**config.mk**
```make
export PLATFORM = sky130hd
export DESIGN_NAME = cfg_chain_router
export DESIGN_NICKNAME = d
export VERILOG_FILES = /design/src/rtl/cfg_chain_pkg.sv /design/src/rtl/cfg_chain_shifter.sv /design/src/rtl/cfg_chain_decode.sv /design/src/rtl/cfg_chain_mc_guard.sv /design/src/rtl/cfg_chain_router.sv
export SDC_FILE = /design/constraint.sdc
export NUM_CORES = 2
export LEC_CHECK = 0
export ABC_AREA = 1
export BUFFER_PORTS_ARGS = -buffer_cell sky130_fd_sc_hd__buf_4
export CAP_MARGIN = 20
export CORE_AREA = 2 2 490 492
export CTS_CLUSTER_DIAMETER = 50
export DETAILED_ROUTE_END_ITERATION = 10
export DIE_AREA = 0 0 492 494
export GPL_TIMING_DRIVEN = 0
export PLACE_DENSITY = 0.62
export SETUP_SLACK_MARGIN = 0.1
export SLEW_MARGIN = 10
export SYNTH_ARGS = -nofsm -noshare
export SYNTH_HDL_FRONTEND = slang
export SYNTH_SLANG_ARGS = --single-unit
```
**constraint.sdc**
```tcl
create_clock -name clk -period 3.6 [get_ports clk]
set_input_delay 0.54 -clock clk [delete_from_list [all_inputs] [get_ports clk]]
set_output_delay 0.54 -clock clk [all_outputs]
set_load 0.01 [all_outputs]
```
**src/rtl/cfg_chain_pkg.sv**
```systemverilog
package cfg_chain_pkg;
  localparam int COLORS   = 3;
  localparam int GS_BITS  = 16;
  localparam int DC_BITS  = 7;
  localparam int MC_BITS  = 3;
  localparam int BC_BITS  = 7;
  localparam int FN_BITS  = 5;
  localparam int KEY_BITS = 8;
  localparam logic [KEY_BITS-1:0] CTRL_KEY = 8'h96;

  // mode flag positions inside fn_flags
  localparam int FN_REPEAT  = 0;
  localparam int FN_TMRST   = 1;
  localparam int FN_REFRESH = 2;
  localparam int FN_SPREAD  = 3;
  localparam int FN_SHORTHI = 4;

  // flat index of output (channel, colour)
  function automatic int flag_idx(input int ch, input int col);
    return ch * COLORS + col;
  endfunction

  function automatic logic key_ok(input logic [KEY_BITS-1:0] k);
    return k == CTRL_KEY;
  endfunction
endpackage

```
**src/rtl/cfg_chain_shifter.sv**
```systemverilog
module cfg_chain_shifter
  import cfg_chain_pkg::*;
#(
  parameter int NUM_CH = 16,
  localparam int FLAG_N = COLORS * NUM_CH,
  localparam int GS_W   = FLAG_N * GS_BITS,
  localparam int SR_W   = GS_W + 1
) (
  input  logic              clk,
  input  logic              rst,
  input  logic              shift_en,
  input  logic              sin_i,
  input  logic              sid_load,
  input  logic [FLAG_N-1:0] lod_i,
  input  logic [FLAG_N-1:0] lsd_i,
  output logic [SR_W-1:0]   sr_q,
  output logic              armed_q
);
  localparam int LOD_LO = GS_W - FLAG_N;
  localparam int LSD_LO = GS_W - 2 * FLAG_N;

  logic [SR_W-1:0] merged;

  always_comb begin
    merged = sr_q;
    for (int n = 0; n < NUM_CH; n++) begin
      for (int c = 0; c < COLORS; c++) begin
        merged[LOD_LO + flag_idx(n, c)] = lod_i[flag_idx(n, c)];
        merged[LSD_LO + flag_idx(n, c)] = lsd_i[flag_idx(n, c)];
      end
    end
  end

  // a status load wins over a shift in the same cycle
  always_ff @(posedge clk) begin
    if (rst) begin
      sr_q    <= '0;
      armed_q <= 1'b1;
    end else if (sid_load) begin
      sr_q    <= merged;
      armed_q <= 1'b0;
    end else if (shift_en) begin
      sr_q    <= {sr_q[SR_W-2:0], sin_i};
      armed_q <= 1'b1;
    end
  end
endmodule

```
**src/rtl/cfg_chain_decode.sv**
```systemverilog
module cfg_chain_decode
  import cfg_chain_pkg::*;
(
  input  logic                lat_rise,
  input  logic                top_bit,
  input  logic [KEY_BITS-1:0] key,
  output logic                gs_wr,
  output logic                ctrl_wr
);
  assign gs_wr   = lat_rise & ~top_bit;
  assign ctrl_wr = lat_rise & top_bit & key_ok(key);
endmodule

```
**src/rtl/cfg_chain_mc_guard.sv**
```systemverilog
module cfg_chain_mc_guard #(
  parameter int W = 9
) (
  input  logic         clk,
  input  logic         rst,
  input  logic         wr,
  input  logic [W-1:0] mc_in,
  output logic [W-1:0] mc_out
);
  logic [W-1:0] pend_q;
  logic         pend_v;

  always_ff @(posedge clk) begin
    if (rst) begin
      mc_out <= '0;
      pend_q <= '0;
      pend_v <= 1'b0;
    end else if (wr) begin
      if (pend_v && (mc_in == pend_q)) mc_out <= mc_in;
      pend_q <= mc_in;
      pend_v <= 1'b1;
    end
  end
endmodule

```
**src/rtl/cfg_chain_router.sv**
```systemverilog
module cfg_chain_router
  import cfg_chain_pkg::*;
#(
  parameter int NUM_CH = 16
) (
  input  logic                               clk,
  input  logic                               rst,
  input  logic                               sclk,
  input  logic                               lat,
  input  logic                               sin,
  output logic                               sout,
  input  logic [COLORS*NUM_CH-1:0]           lod_flags,
  input  logic [COLORS*NUM_CH-1:0]           lsd_flags,
  input  logic                               dc_load,
  output logic [COLORS*NUM_CH*GS_BITS-1:0]   gs_data,
  output logic [COLORS*NUM_CH*DC_BITS-1:0]   dc_data,
  output logic [COLORS*MC_BITS-1:0]          mc_data,
  output logic [COLORS*BC_BITS-1:0]          bc_data,
  output logic [FN_BITS-1:0]                 fn_flags
);
  localparam int FLAG_N = COLORS * NUM_CH;
  localparam int GS_W   = FLAG_N * GS_BITS;
  localparam int SR_W   = GS_W + 1;
  localparam int DC_W   = FLAG_N * DC_BITS;
  localparam int MC_W   = COLORS * MC_BITS;
  localparam int BC_W   = COLORS * BC_BITS;
  localparam int MC_LO  = DC_W;
  localparam int BC_LO  = MC_LO + MC_W;
  localparam int FN_LO  = BC_LO + BC_W;
  localparam int KEY_LO = GS_W - KEY_BITS;

  logic            sclk_q, lat_q;
  logic            shift_fire, lat_rise, lat_fall;
  logic            gs_fire, ctrl_fire, sid_fire;
  logic            sid_pend, sid_armed;
  logic [SR_W-1:0] sr_q;
  logic [DC_W-1:0] dc_pend;

  always_ff @(posedge clk) begin
    if (rst) begin
      sclk_q <= 1'b0;
      lat_q  <= 1'b0;
    end else begin
      sclk_q <= sclk;
      lat_q  <= lat;
    end
  end

  assign shift_fire = sclk & ~sclk_q;
  assign lat_rise   = lat & ~lat_q;
  assign lat_fall   = ~lat & lat_q;
  assign sid_fire   = lat_fall & sid_pend & sid_armed;

  cfg_chain_shifter #(.NUM_CH(NUM_CH)) u_shift (
    .clk      (clk),
    .rst      (rst),
    .shift_en (shift_fire),
    .sin_i    (sin),
    .sid_load (sid_fire),
    .lod_i    (lod_flags),
    .lsd_i    (lsd_flags),
    .sr_q     (sr_q),
    .armed_q  (sid_armed)
  );

  cfg_chain_decode u_dec (
    .lat_rise (lat_rise),
    .top_bit  (sr_q[SR_W-1]),
    .key      (sr_q[KEY_LO +: KEY_BITS]),
    .gs_wr    (gs_fire),
    .ctrl_wr  (ctrl_fire)
  );

  cfg_chain_mc_guard #(.W(MC_W)) u_mc (
    .clk    (clk),
    .rst    (rst),
    .wr     (ctrl_fire),
    .mc_in  (sr_q[MC_LO +: MC_W]),
    .mc_out (mc_data)
  );

  // status request: armed by a grayscale write without auto refresh
  always_ff @(posedge clk) begin
    if (rst) sid_pend <= 1'b0;
    else if (gs_fire) sid_pend <= ~fn_flags[FN_REFRESH];
    else if (ctrl_fire || lat_fall) sid_pend <= 1'b0;
  end

  always_ff @(posedge clk) begin
    if (rst) begin
      gs_data  <= '0;
      dc_pend  <= '0;
      bc_data  <= '0;
      fn_flags <= '0;
      dc_data  <= '0;
    end else begin
      if (gs_fire) gs_data <= sr_q[GS_W-1:0];
      if (ctrl_fire) begin
        dc_pend  <= sr_q[DC_W-1:0];
        bc_data  <= sr_q[BC_LO +: BC_W];
        fn_flags <= sr_q[FN_LO +: FN_BITS];
      end
      if (dc_load) dc_data <= dc_pend;
    end
  end

  assign sout = sr_q[SR_W-1];
endmodule

```
==> out/results.txt <==
Counting every net in the synthesized netlist gives 9714. The initial core utilization was 0.328. Setup repair after global routing left no endpoint under its margin. For this run the aggregate overflow at the end of global routing stands at 0. The run finished with clean final reports. The period utilization is 0.947, and the number of different library cells in the post-synthesis netlist is 22. The mean area per synthesized cell is 8.11 sq um. The net count of the finished layout is 11300. The layout has 24100 filler cells.

The HPWL after detailed placement is 244 mm. The tools report the routed wire length on met2 as 133 mm. The final weighted congestion in routability-driven placement is 0.949, and the fraction of post-synthesis cell area in the top cell type by area is 0.580. Total power for the finished layout comes to 62900 uW. The setup clock skew after layout came out at 0.0899 ns. TritonCTS built the clock tree. On the worst path, the slowest cell contributes a delay of 0.64 ns.

The total CTS buffers was 288. Traced cell by cell, the critical path runs through nand2_1 > nor2_1 > nand3b_1 > buf_4 > buf_2 > clkbuf_1 > a21oi_1. The slowest cell on the critical path is clkbuf_1. The worst setup path is of the reg2reg kind. The tools report the total via count in the routed design as 71200. The element type at the critical path start was a register. The tools report the endpoint kind of the worst setup timing path as a register. The die boundary width was 492 um; the number of DRC violations after detailed routing was 0. Post-synthesis cell count: 9612. The shortest period the worst path allows came out at 3.41 ns.

By area the synthesized netlist is led by dfxtp_1 58%, o21ai_0 13%, a21oi_1 9.6%. The run gives 31.0 mm as the total met3 wirelength after detailed routing. At the pin with the least slew margin, the transition time is 1.20 ns. The run gives 4.13 ns as the arrival time at the worst endpoint. The average wire per standard cell came out at 21.7 um. The tools report the insertion delay of the later-clocked pin in the worst-skew pair as 0.94 ns.

The logs give 1242 for the number of top-level pins and 4.32 ns for the required arrival time at the worst endpoint. After detailed routing, the number of vias per cell comes to 4.87. Yosys instantiated no cell more often than dfxtp_1. After synthesis the netlist holds a flip-flop and latch count of 2258. The sum of buffers and inverters on the critical path is 3. For this block, wires on met1 add up to 134 mm. The run gives 0.389 mV as the worst voltage drop across the vdd grid. The run gives 0.580 as the sequential fraction of the synthesis area.

Input and output buffers added on the ports amount to 1239. The tool flagged a number of max-cap violations equal to 0. Final core area utilization: 0.429. Clock-pin slew was measured on the worst setup and hold paths at 0.06 ns. The layout-stage area growth over the synthesis result came out at 30.5%.

Uppermost layer routed: met5. The height of the die works out to 494 um. The number of placed instances, taps included, is 14000.

Power spread over the standard cell area amounts to 619 mW/mm^2. CTS built an H-tree with a depth of 5. The die covers 0.243 sq mm.

The tools report the final instance area as 0.102 sq mm. The logs give 453 mm for the global-route wire length before repair and 14600 for the filler-free cell count of the finished design. The tools report the cell at the root of the clock tree as clkbuf_16. Fraction of layout instances using a drive strength above 1: 0.169. For the number of setup violations in the final report, the log shows 0. The run gives 0 as the count of endpoints failing hold in the final timing report. Number of antenna violations at the first check in global routing: 36. The number of global-route vias before repair came out at 66700. By count the netlist is led by 2258 x dfxtp_1, 2057 x o21ai_0, 1496 x a21oi_1, 1348 x nor2_1, 1153 x inv_1. In this run the deepest clock path goes through 4 buffers. Once detail routing completed, the nets flagged for antenna violations numbered 0. The logs give 0.200 for the headroom to the max-slew limit and 0.410 ns for the final hold slack.

The number of detailed-route iterations in the first pass is 6. Among all flip-flop cells after synthesis, the most frequent one is dfxtp_1. The clock drives 2258 sinks.

Counting flops with a built-in enable in the synthesized netlist gives 0. The Yosys step of the flow raised 0 warnings. The netlist area before placement was 0.0780 sq mm; the cell area after placement was 0.0913 sq mm. For the fmax, the log shows 0.293 GHz. The fraction of synthesis flops using an asynchronous set or reset pin works out to 0.

The overall fraction of global-route tracks in use was 0.250; the standard cell core area was 0.237 sq mm. The number of setup buffers added after CTS is 0. For this design the static power due to leakage is 0.0413 uW. The library cell with the largest summed area after synthesis was dfxtp_1.

In this design, the largest share of critical-path delay is due to buffers and inverters. The run gives 5158 as the initial DRC count. Number of standard-cell rows in the floorplan: 179. The final max-slew violation count was 0; the maximum number of pins on one net before global-route repair was 20. Wires add up to 317 mm. The worst hold path belongs to the class reg2reg. Of all nets on the critical path, the largest fanout is 12.
registers in the layout, indices dropped and copies added (netlist names):
| register | flops |
|---|---|
| u_shift.sr_q | 769 |
| gs_data | 768 |
| dc_data | 336 |
| dc_pend | 336 |
| bc_data | 21 |
| u_mc.mc_out | 9 |
| u_mc.pend_q | 9 |
| fn_flags | 5 |
| lat_q | 1 |
| sclk_q | 1 |
| sid_pend | 1 |
| u_mc.pend_v | 1 |
| u_shift.armed_q | 1 |
path summary, 6_finish.rpt:
kind | slack, ns | end | cells after the start | from
worst max register to register | 0.19 | dc_pend[325] | 7 | u_shift.sr_q[768]
worst max-delay path | 0.19 | dc_pend[325] | 7 | u_shift.sr_q[768]
worst min-delay path | 0.41 | dc_data[229] | 2 | dc_pend[229]
worst min register to register | 0.41 | dc_data[229] | 2 | dc_pend[229]
stage by stage:
step	setup TNS, ns	worst slack, ns
floorplan	0	1.82
global placement	-204.73	-1.01
detailed placement	-6.70	-0.530
CTS	0	0.104
global route	0	0.105
finish	0	0.191
worst min-delay path: cells and delay by family, from the launching register on:
family                 cells  cell delay [ns]
AOI/OAI and AO/OA          1             0.06
buffers and inverters      1             0.06
DFF                        1             0.30
power breakdown:
part	internal [uW]	switching, uW	total [uW]
clock network	17200	11300	28500
registers	26500	1150	27700
logic	2420	4320	6740
total	46200	16800	62900
routing by layer:
metal,vias to the layer above,track usage
li1,34700,-
met3,576,0.0926
met4,14,0.132
met2,2396,0.373
met5,-,0
met1,33500,0.314
cell type report:
cell class | instances | area, sq um | area share
tap | 3167 | 3960 | 0.0389
sequential | 2258 | 45200 | 0.444
inverter | 1156 | 4340 | 0.0426
multi-input combinational | 5439 | 25300 | 0.248
clock inverter | 123 | 1460 | 0.0143
timing repair buffer | 1342 | 10400 | 0.102
antenna | 18 | 45.0 | 0.000443
buffer | 758 | 3180 | 0.0312
clock buffer | 364 | 7910 | 0.0777
timing repair:
item / in CTS / in global routing
setup endpoints to repair: 50 / 1
pin swaps: 0 / 0
endpoints found under the hold margin: 99 / 0
resized for setup: 3 / 1
hold buffers: 99 / 0
cell families (layout without fill, tap and decap cells):
kind of cell           after synthesis  in the layout  synth area share
other                                0             18                 0
DFF                               2258           2258             0.580
buffers and inverters             1915           3743            0.0962
and+or+nand+nor                   1697           1697            0.0823
AOI/OAI and AO/OA                 3742           3742             0.242
cells in the final DEF (no fill, tap or decap), types with 22 or more instances in the layout:
| cell | n |
|---|---|
| o21ai_0 | 2057 |
| clkinv_2 | 34 |
| dlygate4sd3_1 | 99 |
| clkinvlp_4 | 22 |
| dfxtp_1 | 2258 |
| buf_2 | 211 |
| o21ai_1 | 93 |
| inv_1 | 1153 |
| bufinv_16 | 22 |
| nand2_1 | 328 |
| clkbuf_8 | 35 |
| a31oi_1 | 96 |
| clkbuf_16 | 291 |
| nor2_1 | 1347 |
| a21oi_1 | 1496 |
| clkbuf_1 | 559 |
| buf_4 | 1250 |
(Power assumes the default switching activity.)
